$ cat config.mk
export PLATFORM = sky130hd
export DESIGN_NAME = accAlu
export DESIGN_NICKNAME = d
export VERILOG_FILES = /design/src/rtl/accAluPkg.sv /design/src/rtl/accAluCtrl.sv /design/src/rtl/accAluDatapath.sv /design/src/rtl/accAlu.sv
export SDC_FILE = /design/constraint.sdc
export NUM_CORES = 1
export LEC_CHECK = 0
export BUFFER_PORTS_ARGS = -buffer_cell sky130_fd_sc_hd__buf_2
export CORE_AREA = 3 3 99 54
export CTS_BUF_LIST = sky130_fd_sc_hd__clkbuf_4 sky130_fd_sc_hd__clkbuf_8 sky130_fd_sc_hd__clkbuf_16
export DETAILED_ROUTE_END_ITERATION = 12
export DIE_AREA = 0 0 102 57
export PLACE_DENSITY = 0.7
export SLEW_MARGIN = 10
export SYNTH_ARGS = -nofsm -noshare
export SYNTH_HDL_FRONTEND = slang
export SYNTH_SLANG_ARGS = --single-unit
$ cat constraint.sdc
create_clock -name clk -period 10.2 [get_ports clk]
set_clock_uncertainty 0.2 [all_clocks]
set_input_delay 1.02 -clock clk [delete_from_list [all_inputs] [get_ports clk]]
set_output_delay 1.02 -clock clk [all_outputs]
set_load 0.01 [all_outputs]
$ cat src/rtl/accAluPkg.sv
`timescale 1ns/1ps
package accAluPkg;

  typedef enum logic [3:0] {
    OP_ADD = 4'd0, OP_ADC = 4'd1, OP_SUB = 4'd2, OP_SBB = 4'd3,
    OP_AND = 4'd4, OP_OR  = 4'd5, OP_XOR = 4'd6, OP_CMP = 4'd7,
    OP_CMA = 4'd8, OP_CMC = 4'd9, OP_RLC = 4'd10, OP_RRC = 4'd11,
    OP_RAL = 4'd12, OP_RAR = 4'd13, OP_INC = 4'd14, OP_DEC = 4'd15
  } aluOp_e;

  // which unit drives the result bus
  typedef enum logic [2:0] {
    SRC_ADDER, SRC_LOGIC, SRC_INVERT, SRC_ROTATE, SRC_PASS
  } resSrc_e;

  typedef enum logic [1:0] { LG_AND, LG_OR, LG_XOR } logicOp_e;

  typedef enum logic [1:0] { AUX_ADDER, AUX_ONE, AUX_ZERO } auxSrc_e;

  typedef enum logic [1:0] { CY_ADDER, CY_ZERO, CY_INVERT, CY_ROTATE } carrySrc_e;

  // strobes from control to datapath
  typedef struct packed {
    resSrc_e    resSrc;
    logicOp_e   logicOp;
    auxSrc_e    auxSrc;
    carrySrc_e  carrySrc;
    logic       subtract;     // adder works as a - b - borrow
    logic       carryUse;     // stored carry feeds the adder
    logic       unitOperand;  // adder second input forced to one
    logic       rotLeft;
    logic       rotThru;      // rotate passes through carry
    logic       writeAcc;
    logic       updSzp;
    logic       updAux;
    logic       updCarry;
  } aluStrobes_t;

endpackage

$ cat src/rtl/accAluCtrl.sv
`timescale 1ns/1ps
module accAluCtrl
  import accAluPkg::*;
(
  input  logic        opValid,
  input  logic [3:0]  opSel,
  output aluStrobes_t strobes
);

  aluOp_e      op;
  aluStrobes_t raw;

  assign op = aluOp_e'(opSel);

  always_comb begin
    raw          = '0;
    raw.resSrc   = SRC_ADDER;
    raw.logicOp  = LG_AND;
    raw.auxSrc   = AUX_ADDER;
    raw.carrySrc = CY_ADDER;
    unique case (op)
      OP_ADD, OP_ADC, OP_SUB, OP_SBB, OP_CMP: begin
        raw.subtract = (op == OP_SUB) || (op == OP_SBB) || (op == OP_CMP);
        raw.carryUse = (op == OP_ADC) || (op == OP_SBB);
        raw.writeAcc = (op != OP_CMP);
        raw.updSzp   = 1'b1;
        raw.updAux   = 1'b1;
        raw.updCarry = 1'b1;
      end
      OP_AND, OP_OR, OP_XOR: begin
        raw.resSrc   = SRC_LOGIC;
        raw.logicOp  = (op == OP_AND) ? LG_AND : ((op == OP_OR) ? LG_OR : LG_XOR);
        raw.auxSrc   = (op == OP_AND) ? AUX_ONE : AUX_ZERO;
        raw.carrySrc = CY_ZERO;
        raw.writeAcc = 1'b1;
        raw.updSzp   = 1'b1;
        raw.updAux   = 1'b1;
        raw.updCarry = 1'b1;
      end
      OP_CMA: begin
        raw.resSrc   = SRC_INVERT;
        raw.writeAcc = 1'b1;
      end
      OP_CMC: begin
        raw.resSrc   = SRC_PASS;
        raw.carrySrc = CY_INVERT;
        raw.updCarry = 1'b1;
      end
      OP_RLC, OP_RRC, OP_RAL, OP_RAR: begin
        raw.resSrc   = SRC_ROTATE;
        raw.carrySrc = CY_ROTATE;
        raw.rotLeft  = (op == OP_RLC) || (op == OP_RAL);
        raw.rotThru  = (op == OP_RAL) || (op == OP_RAR);
        raw.writeAcc = 1'b1;
        raw.updCarry = 1'b1;
      end
      OP_INC, OP_DEC: begin
        raw.subtract    = (op == OP_DEC);
        raw.unitOperand = 1'b1;
        raw.writeAcc    = 1'b1;
        raw.updSzp      = 1'b1;
        raw.updAux      = 1'b1;
      end
      default: ;
    endcase
  end

  // an idle cycle neither writes the accumulator nor touches a flag
  always_comb begin
    strobes = raw;
    if (!opValid) begin
      strobes.writeAcc = 1'b0;
      strobes.updSzp   = 1'b0;
      strobes.updAux   = 1'b0;
      strobes.updCarry = 1'b0;
    end
  end

endmodule

$ cat src/rtl/accAluDatapath.sv
`timescale 1ns/1ps
module accAluDatapath
  import accAluPkg::*;
#(
  parameter int WIDTH = 8
) (
  input  logic             clk,
  input  logic             rstN,
  input  aluStrobes_t      strobes,
  input  logic [WIDTH-1:0] accIn,
  input  logic [WIDTH-1:0] operandIn,
  output logic [WIDTH-1:0] accOut,
  output logic             flagSign,
  output logic             flagZero,
  output logic             flagAux,
  output logic             flagParity,
  output logic             flagCarry
);

  localparam int HALF = WIDTH / 2;

  logic             signQ, zeroQ, auxQ, parityQ, carryQ;
  logic [WIDTH-1:0] bSel, bEff, logicRes, rotRes, result;
  logic [WIDTH:0]   sumFull;
  logic             cIn, adderCarry, adderAux, rotCarry;
  logic             nextAux, nextCarry;

  // shared adder: subtraction runs as a + ~b + ~borrow
  assign bSel       = strobes.unitOperand ? WIDTH'(1) : operandIn;
  assign bEff       = strobes.subtract ? ~bSel : bSel;
  assign cIn        = (strobes.carryUse & carryQ) ^ strobes.subtract;
  assign sumFull    = {1'b0, accIn} + {1'b0, bEff} + (WIDTH + 1)'(cIn);
  assign adderCarry = sumFull[WIDTH] ^ strobes.subtract;
  // carry into the upper half, recovered from the sum bit
  assign adderAux   = sumFull[HALF] ^ accIn[HALF] ^ bEff[HALF] ^ strobes.subtract;

  always_comb begin
    unique case (strobes.logicOp)
      LG_AND:  logicRes = accIn & operandIn;
      LG_OR:   logicRes = accIn | operandIn;
      LG_XOR:  logicRes = accIn ^ operandIn;
      default: logicRes = accIn & operandIn;
    endcase
  end

  always_comb begin
    if (strobes.rotLeft) begin
      rotRes   = {accIn[WIDTH-2:0], strobes.rotThru ? carryQ : accIn[WIDTH-1]};
      rotCarry = accIn[WIDTH-1];
    end else begin
      rotRes   = {strobes.rotThru ? carryQ : accIn[0], accIn[WIDTH-1:1]};
      rotCarry = accIn[0];
    end
  end

  always_comb begin
    unique case (strobes.resSrc)
      SRC_ADDER:  result = sumFull[WIDTH-1:0];
      SRC_LOGIC:  result = logicRes;
      SRC_INVERT: result = ~accIn;
      SRC_ROTATE: result = rotRes;
      default:    result = accIn;
    endcase
  end

  assign accOut = strobes.writeAcc ? result : accIn;

  always_comb begin
    unique case (strobes.auxSrc)
      AUX_ADDER: nextAux = adderAux;
      AUX_ONE:   nextAux = 1'b1;
      default:   nextAux = 1'b0;
    endcase
    unique case (strobes.carrySrc)
      CY_ADDER:  nextCarry = adderCarry;
      CY_ZERO:   nextCarry = 1'b0;
      CY_INVERT: nextCarry = ~carryQ;
      default:   nextCarry = rotCarry;
    endcase
  end

  always_ff @(posedge clk or negedge rstN) begin
    if (!rstN) begin
      signQ   <= 1'b0;
      zeroQ   <= 1'b0;
      auxQ    <= 1'b0;
      parityQ <= 1'b0;
      carryQ  <= 1'b0;
    end else begin
      if (strobes.updSzp) begin
        signQ   <= result[WIDTH-1];
        zeroQ   <= (result == '0);
        parityQ <= ~^result;
      end
      if (strobes.updAux)   auxQ   <= nextAux;
      if (strobes.updCarry) carryQ <= nextCarry;
    end
  end

  assign flagSign   = signQ;
  assign flagZero   = zeroQ;
  assign flagAux    = auxQ;
  assign flagParity = parityQ;
  assign flagCarry  = carryQ;

endmodule

$ cat src/rtl/accAlu.sv
`timescale 1ns/1ps
module accAlu
  import accAluPkg::*;
#(
  parameter int WIDTH = 8
) (
  input  logic             clk,
  input  logic             rstN,
  input  logic             opValid,
  input  logic [3:0]       opSel,
  input  logic [WIDTH-1:0] accIn,
  input  logic [WIDTH-1:0] operandIn,
  output logic [WIDTH-1:0] accOut,
  output logic             accWrite,
  output logic             flagSign,
  output logic             flagZero,
  output logic             flagAux,
  output logic             flagParity,
  output logic             flagCarry
);

  aluStrobes_t strobes;

  accAluCtrl i_ctrl (
    .opValid (opValid),
    .opSel   (opSel),
    .strobes (strobes)
  );

  accAluDatapath #(.WIDTH(WIDTH)) i_dp (
    .clk        (clk),
    .rstN       (rstN),
    .strobes    (strobes),
    .accIn      (accIn),
    .operandIn  (operandIn),
    .accOut     (accOut),
    .flagSign   (flagSign),
    .flagZero   (flagZero),
    .flagAux    (flagAux),
    .flagParity (flagParity),
    .flagCarry  (flagCarry)
  );

  assign accWrite = strobes.writeAcc;

endmodule

Word level (Yosys, flattened, before mapping) --
Index checks and enable logic that the tools add are counted.
Storage, ports and cells: register bits after elaboration 5, output and inout port bits 14, word-level logic and storage cells 86
Operators by class: $add $sub $neg 2, eq/ne operators 24, mux-type cells 25, bitwise logic cells 12, reduce and logical (&&, ||, !) cells 18
Operator list (count):
- $eq A4 B4 Y1 const B | 8
- $mux W8 | 4
- $pmux W8 S4 | 1
- $reduce_or A10 Y1 | 2
- $eq A4 B3 Y1 const B | 4
- $not A8 Y8 | 2
- $pmux W8 S2 | 1
- $reduce_or A13 Y1 | 1
- $pmux W3 S4 | 1
- $mux W2 | 5
- $add A8 B8 Y9 | 1
- $add A9 B1 Y9 | 1
- $and A8 B8 Y8 | 1
- $eq A4 B2 Y1 const B | 2
- $logic_not A8 Y1 | 1
- $mux W4 | 2
- $or A8 B8 Y8 | 1
- $reduce_xnor A8 Y1 | 1
- $xor A8 B8 Y8 | 1
- $eq A2 B1 Y1 const B | 3
- $eq A3 B2 Y1 const B | 2
- $mux W1 | 6
- $pmux W1 S2 | 3
- $pmux W2 S3 | 1
- other kinds (16) | 26

Depth between registers and ports, before layout --
word-level depth 12, gate-level depth with buffers 18

By module --
From an unflattened synthesis, not the netlist that was laid out.
Second synthesis, totals: cells, all modules 277, area total of the unflattened synthesis 2082.0 um^2
Modules (own cells, without submodules):
- accAluDatapath | instances 1, cells an instance 242, area each 1860.5 um^2
- accAluCtrl | instances 1, cells an instance 35, area each 221.5 um^2

Worst setup path before layout --
OpenSTA, ideal clock, no wires.
kind input-to-output, start point in opSel[2], end point out accOut[6], arrival 3636 ps, path slack 5344 ps, stages 12, buffers on the path 2, path through buf_6 and2b_1 a211o_1 buf_6 xnor2_1 fa_1 fa_1 a211o_1 o211ai_1 a2111o_1 o211ai_1 mux2_4
Between the ends: cells in the longest elaborated chain, start to end 10, elaborated cells between the ends (all ways) 53, classes of those cells add/sub (2); eq/ne (21); mux (16); bitwise (3); reduce/logical (11)
Ends and longest elaborated chain:
- start: declaration | RTL line accAlu.sv:10 | input logic [3:0] opSel,
- $eq A4 B4 Y1 (on tied branches) | RTL line accAluCtrl.sv:21, accAluCtrl.sv:58
- $reduce_or A2 Y1 | RTL line accAluCtrl.sv:21 | unique case (op)
- $mux W1 | RTL line accAluCtrl.sv:21
- $mux W8 | RTL line accAluDatapath.sv:29 | assign bSel = strobes.unitOperand ? WIDTH'(1) : operandIn;
- $not A8 Y8 | RTL line accAluDatapath.sv:30 | assign bEff = strobes.subtract ? ~bSel : bSel;
- $mux W8 | RTL line accAluDatapath.sv:30
- $add A8 B8 Y9 | RTL line accAluDatapath.sv:32 | assign sumFull = {1'b0, accIn} + {1'b0, bEff} + (WIDTH + 1)'(cIn);
- $add A9 B1 Y9 | RTL line accAluDatapath.sv:32
- $pmux W8 S4 | RTL line accAluDatapath.sv:57 | unique case (strobes.resSrc)
- $mux W8 * | RTL line accAluDatapath.sv:66 | assign accOut = strobes.writeAcc ? result : accIn;
- end: declaration | RTL line accAlu.sv:13 | output logic [WIDTH-1:0] accOut,
Mark *: on every way between the ends. The rest lies on a longest branch, timed or not.

Worst setup path in the final report --
start point in opSel[0], end point out accOut[6]
The elaborated chain is that of the path after synthesis.

==> run metrics <==
post-cts sizing count 0; critical path launch point type primary input; cell leakage power 1.09 nW; asr flop ratio synth 100%; WL per Instance 16.7 um; register area around 130 um2; Worst Path Required 8.98 ns; multi-input logic area 1670 um2; post-synthesis simple-gate area fraction 18.2%; pre-CTS setup slack around 4.6 ns; first-pass GRT wire length between 9 and 10 mm; RSZ-0062 raised after global routing false; Post-CTS Setup Bufs 0; Reg-to-Reg Start i_dp.flagCarry$_DFFE_PN0P_; Placed Cells incl. Taps roughly 340; fillcell total around 460; post-synthesis xor/xnor area fraction 7.45%; GR Util All Layers 19.9%; worst r2r dst i_dp.flagParity$_DFFE_PN0P_; Worst-Margin Slew 0.538 ns; worst reg-to-reg setup slack 6.39 ns; layout cells sized above 1 a little under a fifth; CTS sink cnt 5; antenna violations before repair 0; Core ar. ~4400 um2; mapped cell area about 2000 um2; Compound-Gate Fraction of Synth Area 29.0%; worst skew pair latency 0.22 ns; commonest non-fill, non-tap cell in the layout buf_2; final slew viol count 0; Row Count 17; 1st-iter DRT viols between 150 and 200; Post-Synthesis Cells 261; WL final 5.78 mm; Synth Area in Adders between 20% and 30%; critical path type in -> out; Net Count, Synth roughly 320; Max VDD drop 0.0619 mV; vias in the first global route between 1500 and 2000; DR pass1 iterations 4; CTS clock-pin slew for the worst setup and hold paths ~0.030 ns; GRT overflow 0; largest family of logic cells by synthesized area compound AO/OA/AOI/OAI gates; Buffers on Ports 36; Cells on Worst Hold Path 2; setup_tns 0 ns; Hold Vio Cnt, Final 0; predominant post-synthesis flop cell dfrtp_1; post-synthesis sequential area ratio 6.26%; ANT nets after route 0; power per cell area 104 nW/um2; Worst Hold End i_dp.flagParity$_DFFE_PN0P_; R2R cell count 15; syn_area_per_cell 7.66 um2; crit path max fanout 23; die height about 57 um; vias after detailed routing 2029; fin nets 345; largest cells by area after synthesis ha_1, dfrtp_1, inv_1; vias per cell 5.85; clock buffer depth 2; #FFs+latches synth 5; pin count of the biggest net entering global routing 24; Synth top area share 18.2%; CTS root buffer clkbuf_8; synth unique cells 53; Max Cap Viol 0; CTS tree done; cts-stage hold buffer count 0; Num CTS Buffers 3; crit end category primary output; io pins 37; fmax about 180 MHz; Finished Layout Cells around 350; Area growth syn-to-layout 10.8%; status finished clean; DRC Markers 0; Post-synth EDFFs 0; Ys Warns 0; fin crit share 55.4%; Rel. slew slack 64.2%; Final GP Congestion about 0.94; post-detail-place hpwl between 4 and 5 mm; Critical Path AT ~4.4 ns; die width 102 um; clock period minus worst slack 5.66 ns; Starting Density 45.2%; Yosys top cell by area ha_1; final number of setup-violating endpoints 0; CTS H-tree depth 1; worst setup margin 4.54 ns; # diodes 0; multiplexer share of the synthesized area 8.64%; commonest non-fill, non-tap cells in the layout buf_2, inv_1, ha_1, nand2_1, o21ai_0; Hold WC Path Type reg -> reg; Die Area around 5800 um2; min-delay src i_dp.flagParity$_DFFE_PN0P_
## state kept, by name, indices dropped and copies added, names as in the netlist
name and count:
i_dp.flagCarry 1, i_dp.flagParity 1, i_dp.flagSign 1, i_dp.flagAux 1
i_dp.flagZero 1
## critical path: stages
cell and delay, ns:
buf_2 0.34, inv_1 0.28, a211o_1 0.51, xnor2_1 0.23, fa_1 0.46, fa_1 0.44, a211o_1 0.28, o211ai_1 0.15
a2111o_1 0.20, o211ai_1 0.11, mux2_4 0.27, buf_2 0.14
## layer usage
layer	GRT usage [%]	vias to the layer above	wire, um
li1	-	1010	-
met4	1.31	0	0
met5	0	-	0
met3	2.32	0	485
met2	30.2	78	2510
met1	31.3	941	2780
## cell usage after synthesis (4+ instances only)
| master | count |
|---|---|
| nand3_1 | 6 |
| o32ai_1 | 4 |
| nand2_1 | 24 |
| dfrtp_1 | 5 |
| a211o_1 | 6 |
| nor2b_1 | 9 |
| a221oi_1 | 8 |
| a21oi_1 | 11 |
| mux2_4 | 6 |
| xor2_1 | 10 |
| nand2b_1 | 4 |
| xnor2_1 | 7 |
| ha_1 | 29 |
| nor3_1 | 6 |
| nor2_1 | 9 |
| mux2i_1 | 6 |
| buf_6 | 4 |
| o21ai_0 | 21 |
| inv_1 | 31 |
## per-stage QoR
stage	power, W	instance area [um2]	hold slack (ns)	util, %
floorplan	0.000145	2000	0.312	-
global placement	0.000187	2170	0.262	49.0
detailed placement	0.000190	2170	0.271	49.0
CTS	0.000230	2210	0.302	50.1
global route	0.000251	2210	0.339	50.1
finish	0.000230	2210	0.290	50.1
## layout make-up
cell class                 count  share of cell area (%)
tap                           57                    3.22
timing repair buffer          36                    8.14
clock buffer                   4                    2.20
sequential                     5                    5.65
multi-input combinational    213                    75.3
inverter                      32                    5.54
## report_power, final
group | switching, W | internal (W) | total (W) | leakage, nW
Sequential | 0.00000408 | 0.0000254 | 0.0000295 | 0.0612
Clock | 0.00000902 | 0.0000294 | 0.0000384 | 0.0262
Combinational | 0.0000913 | 0.0000711 | 0.000162 | 0.998
## worst max-delay path by stage
| stage | from | end | slack, ns | cells after the start |
|---|---|---|---|---|
| after global placement | opSel[0] | accOut[6] | 4.69 | 12 |
| after detailed placement | opSel[0] | accOut[6] | 4.60 | 12 |
| after global routing | opSel[0] | accOut[6] | 4.33 | 12 |
| after CTS | opSel[0] | accOut[6] | 4.59 | 12 |
| final | opSel[0] | accOut[6] | 4.54 | 12 |
| after floorplan | opSel[2] | accOut[6] | 5.34 | 12 |
## logic make-up (layout without fill, tap and decap cells)
| logic type | after synthesis | count (layout) |
|---|---|---|
| DFF | 5 | 5 |
| AOI/OAI and AO/OA | 81 | 81 |
| xor gates and xnor gates | 17 | 17 |
| adders and majority gates | 31 | 31 |
| buffers and inverters | 43 | 72 |
| muxes | 14 | 14 |
| and+or+nand+nor | 70 | 70 |
No activity file was read; power rests on OpenSTA's default activity.
